## src/rtl/sarfe_pkg.sv

```systemverilog
// Shared types and decode helpers for the serial converter front-end.
// Assumes exactly four analog inputs, as the channel code decode requires.
package sarfe_pkg;
    localparam int SARFE_NCH = 4;

    typedef enum logic [1:0] {
        PM_AUTO_OFF = 2'b00,
        PM_RSVD     = 2'b01,
        PM_INT_CLK  = 2'b10,
        PM_EXT_CLK  = 2'b11
    } pwr_mode_e;

    typedef struct packed {
        logic [2:0] sel;
        logic       single;
        pwr_mode_e  pm;
    } ctrl_t;

    // Positive-input index of a channel code: {A1, A0-independent A2}
    function automatic logic [1:0] pos_index(input logic [2:0] sel);
        return {sel[1], sel[2]};
    endfunction

    // A channel code is defined only when A1 and A0 differ
    function automatic logic code_valid(input logic [2:0] sel);
        return sel[1] ^ sel[0];
    endfunction
endpackage

```

## src/rtl/sarfe_pin_if.sv

```systemverilog
// Synchronizes the serial pins into the system clock domain and derives
// serial-clock edge strobes. Assumes each serial-clock half period lasts
// more than STAGES+1 system clocks.
module sarfe_pin_if #(
    parameter int STAGES = 2
) (
    input  logic clk,
    input  logic rst_n,
    input  logic sclk_i,
    input  logic sel_n_i,
    input  logic sdi_i,
    output logic rise_o,
    output logic fall_o,
    output logic cs_act_o,
    output logic cs_fall_o,
    output logic din_o
);
    localparam logic [2:0] PIN_RST = 3'b010;

    logic [2:0] st_q [STAGES];
    logic       sclk_d, seln_d;
    logic       sclk_s, seln_s;

    // Synchronizer chain for {sclk, sel_n, sdi}
    always_ff @(posedge clk) begin
        if (!rst_n) begin
            for (int i = 0; i < STAGES; i++) st_q[i] <= PIN_RST;
        end else begin
            st_q[0] <= {sclk_i, sel_n_i, sdi_i};
            for (int i = 1; i < STAGES; i++) st_q[i] <= st_q[i-1];
        end
    end

    assign sclk_s = st_q[STAGES-1][2];
    assign seln_s = st_q[STAGES-1][1];
    assign din_o  = st_q[STAGES-1][0];

    // Previous synchronized levels for edge detection
    always_ff @(posedge clk) begin
        if (!rst_n) begin
            sclk_d <= 1'b0;
            seln_d <= 1'b1;
        end else begin
            sclk_d <= sclk_s;
            seln_d <= seln_s;
        end
    end

    assign cs_act_o  = !seln_s;
    assign rise_o    = sclk_s && !sclk_d && cs_act_o;
    assign fall_o    = !sclk_s && sclk_d && cs_act_o;
    assign cs_fall_o = !seln_s && seln_d;
endmodule

```

## src/rtl/sarfe_ctrl_rx.sv

```systemverilog
// Hunts for the start bit on rising serial-clock strobes, gathers the seven
// control bits behind it and presents the decoded fields with a one-cycle
// done strobe. Select high abandons any partial byte.
module sarfe_ctrl_rx
    import sarfe_pkg::*;
(
    input  logic  clk,
    input  logic  rst_n,
    input  logic  rise_i,
    input  logic  cs_act_i,
    input  logic  din_i,
    output logic  done_o,
    output ctrl_t ctrl_o
);
    localparam int FIELD_BITS = 7;
    localparam int CW         = $clog2(FIELD_BITS);

    logic                  hunting_q;
    logic [CW-1:0]         cnt_q;
    logic [FIELD_BITS-2:0] sh_q;

    // Start-bit hunt and field shift register
    always_ff @(posedge clk) begin
        if (!rst_n) begin
            hunting_q <= 1'b1;
            cnt_q     <= '0;
            sh_q      <= '0;
            done_o    <= 1'b0;
            ctrl_o    <= '0;
        end else begin
            done_o <= 1'b0;
            if (!cs_act_i) begin
                hunting_q <= 1'b1;
                cnt_q     <= '0;
            end else if (rise_i) begin
                if (hunting_q) begin
                    if (din_i) begin
                        hunting_q <= 1'b0;
                        cnt_q     <= '0;
                    end
                end else begin
                    sh_q  <= {sh_q[FIELD_BITS-3:0], din_i};
                    cnt_q <= cnt_q + 1'b1;
                    if (cnt_q == CW'(FIELD_BITS - 1)) begin
                        hunting_q     <= 1'b1;
                        done_o        <= 1'b1;
                        ctrl_o.sel    <= sh_q[5:3];
                        ctrl_o.single <= sh_q[1];
                        ctrl_o.pm     <= pwr_mode_e'({sh_q[0], din_i});
                    end
                end
            end
        end
    end


    done_after_rise_chk: assert property (@(posedge clk) disable iff (!rst_n)
        done_o |-> $past(rise_i && cs_act_i && !hunting_q));
endmodule

```

## src/rtl/sarfe_pair_sel.sv

```systemverilog
// Stand-in for the analog multiplexer and converter: picks the sample (or
// saturated difference of a pair) named by the channel code.
// Purely combinational; the caller registers the value.
module sarfe_pair_sel
    import sarfe_pkg::*;
#(
    parameter int SMP_W = 16
) (
    input  logic [2:0]                 sel_i,
    input  logic                       single_i,
    input  logic [SARFE_NCH*SMP_W-1:0] samples_i,
    output logic [SMP_W-1:0]           value_o
);
    localparam logic [SMP_W-1:0] POS_MAX = {1'b0, {(SMP_W-1){1'b1}}};
    localparam logic [SMP_W-1:0] NEG_MIN = {1'b1, {(SMP_W-1){1'b0}}};

    logic [1:0]       pos, neg;
    logic [SMP_W-1:0] a, b;
    logic [SMP_W:0]   diff;

    // Input routing and saturating subtract
    always_comb begin
        pos  = pos_index(sel_i);
        neg  = pos ^ 2'b01;
        a    = samples_i[pos*SMP_W +: SMP_W];
        b    = samples_i[neg*SMP_W +: SMP_W];
        diff = {a[SMP_W-1], a} - {b[SMP_W-1], b};
        if (!code_valid(sel_i)) begin
            value_o = '0;
        end else if (single_i) begin
            value_o = a;
        end else if (diff[SMP_W] != diff[SMP_W-1]) begin
            value_o = diff[SMP_W] ? NEG_MIN : POS_MAX;
        end else begin
            value_o = diff[SMP_W-1:0];
        end
    end
endmodule

```

## src/rtl/sarfe_seq.sv

```systemverilog
// Conversion sequencer: holds the clock-mode register, runs the external or
// internal conversion, drives busy and the serial output shifter.
// Assumes done_i and serial-clock strobes never fall in the same cycle.
module sarfe_seq
    import sarfe_pkg::*;
#(
    parameter int SMP_W       = 16,
    parameter int CONV_CYCLES = 40
) (
    input  logic             clk,
    input  logic             rst_n,
    input  logic             fall_i,
    input  logic             cs_act_i,
    input  logic             cs_fall_i,
    input  logic             done_i,
    input  pwr_mode_e        pm_i,
    input  logic [SMP_W-1:0] value_i,
    output logic             dout_o,
    output logic             busy_o,
    output logic             mode_int_o
);
    localparam int CNT_W = $clog2(CONV_CYCLES + 1);

    logic             mode_int_q, last_int_q, pend_q, arm_q, run_q;
    logic [CNT_W-1:0] cnt_q;
    logic [SMP_W-1:0] sh_q, conv_q;

    // Conversion control, busy flag and output shifter
    always_ff @(posedge clk) begin
        if (!rst_n) begin
            mode_int_q <= 1'b0;
            last_int_q <= 1'b0;
            pend_q     <= 1'b0;
            arm_q      <= 1'b0;
            run_q      <= 1'b0;
            cnt_q      <= '0;
            sh_q       <= '0;
            conv_q     <= '0;
            busy_o     <= 1'b0;
            dout_o     <= 1'b0;
        end else begin
            if (done_i) begin
                conv_q     <= value_i;
                last_int_q <= mode_int_q;
                case (pm_i)
                    PM_INT_CLK: mode_int_q <= 1'b1;
                    PM_EXT_CLK: mode_int_q <= 1'b0;
                    default:    ;
                endcase
                if (mode_int_q) begin
                    run_q  <= 1'b1;
                    cnt_q  <= CNT_W'(CONV_CYCLES - 1);
                    busy_o <= 1'b0;
                    arm_q  <= 1'b0;
                end else begin
                    pend_q <= 1'b1;
                    run_q  <= 1'b0;
                end
            end else if (run_q) begin
                if (cnt_q == '0) begin
                    run_q  <= 1'b0;
                    busy_o <= 1'b1;
                    arm_q  <= 1'b1;
                end else begin
                    cnt_q <= cnt_q - 1'b1;
                end
            end

            if (!cs_act_i) begin
                dout_o <= 1'b0;
                sh_q   <= '0;
                pend_q <= 1'b0;
                if (!last_int_q) arm_q <= 1'b0;
            end else if (fall_i) begin
                if (arm_q) begin
                    dout_o <= conv_q[SMP_W-1];
                    sh_q   <= {conv_q[SMP_W-2:0], 1'b0};
                    arm_q  <= 1'b0;
                end else begin
                    dout_o <= sh_q[SMP_W-1];
                    sh_q   <= {sh_q[SMP_W-2:0], 1'b0};
                end
                if (pend_q) begin
                    busy_o <= 1'b1;
                    pend_q <= 1'b0;
                    arm_q  <= 1'b1;
                end else if (!last_int_q) begin
                    busy_o <= 1'b0;
                end
            end

            if (cs_fall_i && !mode_int_q) busy_o <= 1'b0;
        end
    end

    assign mode_int_o = mode_int_q;


    ext_busy_single_chk: assert property (@(posedge clk) disable iff (!rst_n)
        (fall_i && cs_act_i && busy_o && !pend_q && !last_int_q && !done_i) |=> !busy_o);


    int_busy_low_chk: assert property (@(posedge clk) disable iff (!rst_n)
        run_q |-> !busy_o);


    mode_keep_chk: assert property (@(posedge clk) disable iff (!rst_n)
        (done_i && (pm_i == PM_AUTO_OFF || pm_i == PM_RSVD)) |=> $stable(mode_int_q));


    idle_dout_chk: assert property (@(posedge clk) disable iff (!rst_n)
        !cs_act_i |=> (!dout_o && !pend_q));
endmodule

```

## src/rtl/sar_serial_front.sv

```systemverilog
// Top of the serial converter front-end: pin synchronizer, control receiver,
// input pairing stand-in and conversion sequencer. Output enables model the
// high-impedance states of the data and busy pins.
module sar_serial_front
    import sarfe_pkg::*;
#(
    parameter int SMP_W       = 16,
    parameter int SYNC_STAGES = 2,
    parameter int CONV_CYCLES = 40
) (
    input  logic                       clk,
    input  logic                       rst_n,
    input  logic                       sclk_i,
    input  logic                       sel_n_i,
    input  logic                       sdi_i,
    input  logic [SARFE_NCH*SMP_W-1:0] smp_i,
    output logic                       sdo_o,
    output logic                       sdo_oe_o,
    output logic                       busy_o,
    output logic                       busy_oe_o
);
    logic             rise, fall, cs_act, cs_fall, din;
    logic             done, mode_int;
    ctrl_t            ctrl;
    logic [SMP_W-1:0] value;

    sarfe_pin_if #(.STAGES(SYNC_STAGES)) pins_i (
        .clk(clk), .rst_n(rst_n), .sclk_i(sclk_i), .sel_n_i(sel_n_i),
        .sdi_i(sdi_i), .rise_o(rise), .fall_o(fall), .cs_act_o(cs_act),
        .cs_fall_o(cs_fall), .din_o(din)
    );

    sarfe_ctrl_rx rx_i (
        .clk(clk), .rst_n(rst_n), .rise_i(rise), .cs_act_i(cs_act),
        .din_i(din), .done_o(done), .ctrl_o(ctrl)
    );

    sarfe_pair_sel #(.SMP_W(SMP_W)) mux_i (
        .sel_i(ctrl.sel), .single_i(ctrl.single), .samples_i(smp_i),
        .value_o(value)
    );

    sarfe_seq #(.SMP_W(SMP_W), .CONV_CYCLES(CONV_CYCLES)) seq_i (
        .clk(clk), .rst_n(rst_n), .fall_i(fall), .cs_act_i(cs_act),
        .cs_fall_i(cs_fall), .done_i(done), .pm_i(ctrl.pm),
        .value_i(value), .dout_o(sdo_o), .busy_o(busy_o),
        .mode_int_o(mode_int)
    );

    assign sdo_oe_o  = cs_act;
    assign busy_oe_o = cs_act || mode_int;
endmodule

```

## config.mk

```make
export PLATFORM = sky130hd
export DESIGN_NAME = sar_serial_front
export DESIGN_NICKNAME = d
export VERILOG_FILES = /design/src/rtl/sarfe_pkg.sv /design/src/rtl/sarfe_pin_if.sv /design/src/rtl/sarfe_ctrl_rx.sv /design/src/rtl/sarfe_pair_sel.sv /design/src/rtl/sarfe_seq.sv /design/src/rtl/sar_serial_front.sv
export SDC_FILE = /design/constraint.sdc
export NUM_CORES = 1
export LEC_CHECK = 0
export BUFFER_PORTS_ARGS = -buffer_cell sky130_fd_sc_hd__buf_2
export CAP_MARGIN = 5
export CORE_ASPECT_RATIO = 1.1
export CORE_MARGIN = 5
export CORE_UTILIZATION = 54
export DETAILED_ROUTE_END_ITERATION = 8
export PLACE_DENSITY = 0.77
export SYNTH_ARGS = -nofsm -noshare
export SYNTH_HDL_FRONTEND = slang
export SYNTH_SLANG_ARGS = --single-unit
export TNS_END_PERCENT = 10
```

## constraint.sdc

```tcl
create_clock -name clk -period 5.7 [get_ports clk]
set_input_delay 1.14 -clock clk [delete_from_list [all_inputs] [get_ports clk]]
set_output_delay 1.14 -clock clk [all_outputs]
set_load 0.01 [all_outputs]
```

# Word level (Yosys, flattened, before mapping)
# Memories as Yosys holds them, arrays and structs flattened.
# Index checks and enable logic that the tools add are counted.
[totals]
n_memories = 1
ram_bits = 6
register_bits = 64
out_inout_bits = 4
elab_cells = 107
in_bits = 69
[memory_table]
columns = ["name", "depth", "width", "read_ports", "rd_ports_with_merged_regs", "wr", "line_no", "source"]
rows = [
  ["pins_i.st_q", 2, 3, 2, 0, 2, "sarfe_pin_if.sv:20", "logic [2:0] st_q [STAGES];"],
]
[classes]
muxes = 45
add_sub_neg = 3
n_bitwise = 8
shift = 2
n_eq_ne = 7
reduce_logical = 22
[op_table]
columns = ["operator", "n"]
rows = [
  ["64-bit by 7-bit variable part select with 16-bit output", 2],
  ["16-bit two-way mux", 5],
  ["1-bit two-way mux", 31],
  ["6-bit two-way mux", 4],
  ["16-bit by 16-bit subtractor with 17-bit output", 1],
  ["3-bit two-way mux", 4],
  ["1-bit logical AND", 6],
  ["6-bit zero test", 1],
  ["3-bit AND reduction", 2],
  ["6-bit by 1-bit subtractor with 6-bit output, second input constant", 1],
  ["1-bit NOT", 5],
  ["2-bit == test, second input constant", 2],
  ["1-bit zero test", 4],
  ["2-bit by 1-bit inequality test with 1-bit output, second input constant", 2],
  ["2-bit AND reduction", 2],
  ["4-bit AND reduction", 1],
  ["2-bit nonzero test", 2],
  ["2-bit OR reduction", 2],
  ["4-bit OR reduction", 1],
  ["3-bit by 1-bit adder with 3-bit output, second input constant", 1],
  ["3-bit == test, second input constant", 1],
  ["2-bit inequality test, second input constant", 1],
  ["1-bit OR", 2],
  ["1-bit one-hot mux with 2 select lines", 1],
  ["other kinds (3)", 3],
]

# Depth between registers and ports, before layout
[depth]
ltp_word = 8
mapped_depth = 15
mapped_depth_nobuf = 12

# Hierarchy
# A second synthesis with hierarchy kept.
[unflattened]
hier_cells = 526
area_unflattened_um2 = 4684.5
[modules_own_cells]
columns = ["mod", "n_inst", "area_per_inst_um2", "cells_each", "seq_area_each_um2"]
rows = [
  ["sarfe_seq", 1, 1853.0, 192, 880.8],
  ["sarfe_pair_sel", 1, 1843.0, 232, 0.0],
  ["sarfe_ctrl_rx", 1, 747.0, 81, 340.3],
  ["sarfe_pin_if", 1, 235.2, 20, 160.2],
  ["sar_serial_front", 1, 6.3, 1, 0.0],
]

# Worst setup path after synthesis
# OpenSTA, ideal clock, no wires.
[synth_timing]
kind = "input to register"
startpoint = "in smp_i[48]"
endpoint = "reg seq_i.conv_q[10]"
required_ns = 5.583
n_path_buf = 0
slack_ns = 1.873
arrival_ns = 3.710
setup_ns = 0.117
stages = 12
path_cell_list = "mux4_2 > inv_1 > ha_1 > inv_1 > fa_1 > a211oi_1 > o211ai_1 > a31o_2 > a211oi_1 > a211o_2 > o21ai_0 > a32o_1"
[synth_between]
elab_chain_cells = 6
word_cells_on_any_way = 8
cone_classes = "add/sub: 1; eq/ne: 1; shift: 2; mux: 4"
[synth_lines]
columns = ["item", "line_no", "source"]
rows = [
  ["from (decl)", "sar_serial_front.sv:16", "input logic [SARFE_NCH*SMP_W-1:0] smp_i,"],
  ["64-bit by 7-bit variable part select with 16-bit output (on tied branches)", "sarfe_pair_sel.sv:25, sarfe_pair_sel.sv:26", ""],
  ["16-bit by 16-bit subtractor with 17-bit output (*)", "sarfe_pair_sel.sv:27", "diff = {a[SMP_W-1], a} - {b[SMP_W-1], b};"],
  ["16-bit two-way mux or 1-bit inequality test (tied branches)", "sarfe_pair_sel.sv:33, sarfe_pair_sel.sv:32", ""],
  ["16-bit two-way mux (*)", "sarfe_pair_sel.sv:32", "end else if (diff[SMP_W] != diff[SMP_W-1]) begin"],
  ["16-bit two-way mux (*)", "sarfe_pair_sel.sv:30", "end else if (single_i) begin"],
  ["16-bit two-way mux (*)", "sarfe_pair_sel.sv:28", "if (!code_valid(sel_i)) begin"],
  ["to (signal assigned)", "sarfe_seq.sv:43", "conv_q <= value_i;"],
  ["to (decl)", "sarfe_seq.sv:26", "logic [SMP_W-1:0] sh_q, conv_q;"],
]
# Every way passes the cells marked *; elsewhere a longest branch is shown, timed or not.
# A chain may end at the register's enable or synchronous reset.

# Worst setup path in the final report
[layout_timing]
startpoint = "reg rx_i.ctrl_o[5] (netlist bit)"
endpoint = "reg seq_i.conv_q[9]"
[layout_between]
elab_chain_cells = 7
word_cells_on_any_way = 9
cone_classes = "add/sub: 1; eq/ne: 1; shift: 2; mux: 4; bitwise: 1"
[layout_lines]
columns = ["item", "line_no", "source"]
rows = [
  ["from (decl)", "sarfe_ctrl_rx.sv:13", "output ctrl_t ctrl_o"],
  ["1-bit NOT (no line)", "-", ""],
  ["64-bit by 7-bit variable part select with 16-bit output", "sarfe_pair_sel.sv:26", "b = samples_i[neg*SMP_W +: SMP_W];"],
  ["16-bit by 16-bit subtractor with 17-bit output", "sarfe_pair_sel.sv:27", ""],
  ["16-bit two-way mux or 1-bit inequality test (tied branches)", "sarfe_pair_sel.sv:33, sarfe_pair_sel.sv:32", ""],
  ["16-bit two-way mux", "sarfe_pair_sel.sv:32", ""],
  ["16-bit two-way mux (*)", "sarfe_pair_sel.sv:30", ""],
  ["16-bit two-way mux (*)", "sarfe_pair_sel.sv:28", ""],
]
# Marked as above.

==> summary.md <==
| Metric | Value |
|---|---|
| DRC | 0 |
| Endpoints failing setup | 0 |
| Global-route wire length before repair | 16,200 um |
| Commonest non-fill, non-tap cell in the layout | buf_2 |
| Sw power | 0.307 mW |
| Most frequent cells in the layout | buf_2, dfxtp_1, nor2_1 |
| Worst setup EP type | register |
| Largest net degree at the start of global routing | 35 |
| Initial antenna violation count | 0 |
| Synth area leader | dfxtp_1 |
| Die X | 97.0 um |
| Gpl congestion | 0.844 |
| Inst Count DP | 645 |
| Max-Cap Viols | 0 |
| RSZ-0062 raised after global routing | no |
| Via count | 3,706 |
| Core area | 8230 um^2 |
| Fin. max-slew vios | 0 |
| Yosys Warn Count | 0 |
| Area grow syn2layout | 12.7% |
| CTS tree | done |
| HPWL Detailed | 7540 um |
| Slew @ Worst Pin | 1.02 ns |
| Fmax achieved | 242 MHz |
| Distinct cells, synth | 61 |
| Sw frac | 0.283 |
| Vias/cell | 5.61 |
| Critical-path maximum fanout | 28 |
| Post-CTS setup buffer count | 0 |
| Worst hold path type | reg2reg |
| Netlist Area Pre-Place | 4490 um^2 |
| Total grt overflow | 0 |
| Ranking of synthesized cells by area | dfxtp_1, mux4_2, ha_1, nor2_1, nand2_1 |
| Largest stage delay on the critical path | 0.70 ns |
| Final period util | 0.724 |
| Buf+Inv Stages, Crit Path | 1 |
| Number of global-route vias before repair | 3,618 |
| Worst skew pair latency | 0.34 ns |
| Antenna viol nets, final | 0 |
| Top delay family on crit path | compound AO/OA/AOI/OAI gates |
| WL per Instance | 14.1 um |
| CP Cell Sequence | buf_4, mux4_1, ha_1, nor2b_1, o31a_1, o21a_4, a2111oi_0, a311o_1, o21bai_1, a22oi_1 |
| Cell area power density | 214 nW/um^2 |
| CTS Hold Buffers Added | 0 |
| Logic pwr share | 0.176 |
| Register area share after synthesis | 0.307 |
| H-tree levels | 3 |
| Clk slew on worst S/H paths | 0.09 ns |
| TNS Setup | 0 ns |
| Status | finished clean |
| DR pass1 iterations | 4 |
| Yosys reg bits | 69 |
| Non-Filler Instances | 661 |
| Post-layout min period | 4.12 ns |
| Fraction of layout cells with a size suffix above 1 | 0.253 |
| Post-Syn Instances | 488 |
| Worst slew margin | 0.322 |
| Clock Sinks | 69 |
| Data required time of the worst path | 5.91 ns |
| Buffers on Ports | 72 |
| Initial DRC count | 185 |
| Worst VDD drop | 0.136 mV |
| Clock Skews | 0.0187 ns |
| Fill cell count | 729 |
| Root buf cell | clkbuf_8 |
| Slowest CP cell | mux4_1 |
| Nets | 635 |
| Mean Syn Cell Area | 9.21 um^2 |
| Leakage | 1.95 nW |
| Die span in y | 106 um |
| Clk pwr share | 0.377 |
| Post-layout util | 0.615 |
| Num ports | 73 |
| # rows | 35 |
| Top cell type's share of synthesized area | 0.307 |
| Placed instance area | 4860 um^2 |
| Fin area | 5060 um^2 |
| Total design power | 1.09 mW |
| GRT Resource Usage Total | 0.187 |
| Ys flop type | dfxtp_1 |
| Post-synth net total | 578 |
| Final Hold Vio Count | 0 |
| Cell-internal power | 0.778 mW |
| CTS Buffer Depth | 2 |
| Post-Route WL | 9330 um |
| Die area | 10,200 um^2 |
| # diodes | 0 |
| CP Data Arrival Time | 4.34 ns |
| CTS-repair resized insts | 0 |
| Starting Density | 0.546 |
| EDFF count, synth | 0 |
| TritonCTS buffer count | 9 |
| Async S/R FF share, synth | 0 |
| Worst Setup Path Type | reg2reg |
| Seq pwr share | 0.448 |
| Worst setup SP type | register |
[state kept, by name, indices dropped and copies added (netlist names)]
name / cells
seq_i.conv_q: 16
seq_i.sh_q: 15
pins_i.st_q: 6
rx_i.ctrl_o: 6
rx_i.sh_q: 6
seq_i.cnt_q: 6
rx_i.cnt_q: 3
pins_i.sclk_d: 1
pins_i.seln_d: 1
rx_i.done_o: 1
rx_i.hunting_q: 1
seq_i.arm_q: 1
seq_i.busy_o: 1
seq_i.dout_o: 1
seq_i.last_int_q: 1
seq_i.mode_int_o: 1
seq_i.pend_q: 1
seq_i.run_q: 1
[final cells by class]
cell class	instances	area (um^2)	area share
clock inverters	7	81.3	0.0161
repair buffers	73	368	0.0726
inverters	29	109	0.0215
well taps	111	139	0.0274
multi-input cells	363	2860	0.565
flip-flops and latches	69	1380	0.273
clock buffers	9	124	0.0245
[cells by family (layout without fill, tap and decap cells)]
kind of cell               after synthesis  after routing  share of synthesized area
muxes                                   49             49                      0.201
DFF                                     69             69                      0.307
xor gates and xnor gates                15             15                     0.0292
buffers and inverters                   56            118                     0.0560
AOI/OAI and AO/OA                      120            120                      0.193
adders and majority gates               21             21                     0.0602
and+or+nand+nor                        158            158                      0.154
[power by group through the flow]
stage	combinational, mW	clock, mW	sequential (mW)
after floorplan	0.135	0	0.496
after global placement	0.185	0	0.497
after detailed placement	0.188	0	0.497
after CTS	0.189	0.420	0.486
after global routing	0.210	0.442	0.486
final	0.191	0.409	0.486
[synthesized netlist by cell type (2+ instances only)]
library cell and n:
clkbuf_1 16, o31ai_2 10, o21a_1 3, buf_1 4, ha_1 20, buf_6 3, nor2_1 65, a211oi_1 20
xnor2_1 7, a21o_1 6, mux4_1 3, nand2_1 55, mux2i_1 17, nor2b_1 4, a221o_1 2, inv_1 29
o211ai_1 2, and2_1 6, and3_1 5, nand2b_1 5, nand3_1 5, nor3_1 5, dfxtp_1 69, xor2_1 8
mux4_2 29, o21ai_0 14, a32o_1 2, a21oi_1 41
[per-layer routing]
| layer | vias to the layer above | wire, um | global-route usage | share of wire |
|---|---|---|---|---|
| met5 | - | 0 | 0 | 0 |
| met3 | 6 | 388 | 0.0338 | 0.042 |
| met1 | 1726 | 4560 | 0.258 | 0.49 |
| met2 | 81 | 4290 | 0.300 | 0.46 |
| met4 | 0 | 93 | 0.0532 | 0.010 |
| li1 | 1893 | - | - | - |
[path summary, 6_finish.rpt]
path,start,endpoint,slack (ns),depth (start not counted)
hold / removal,pins_i.st_q[0][1],pins_i.st_q[0][4],0.42,1
setup reg to reg,rx_i.ctrl_o[5],seq_i.conv_q[9],1.58,10
setup / recovery,rx_i.ctrl_o[5],seq_i.conv_q[9],1.58,10
hold reg to reg,pins_i.st_q[0][1],pins_i.st_q[0][4],0.42,1
[through the flow]
stage          setup slack (ns)  hold WS [ns]
6_report                   1.58         0.423
5_1_grt                    1.33         0.463
4_1_cts                    1.59         0.428
3_5_place_dp               1.29         0.405
3_3_place_gp               1.38         0.400
2_1_floorplan              1.87         0.386
(Power assumes the default switching activity.)
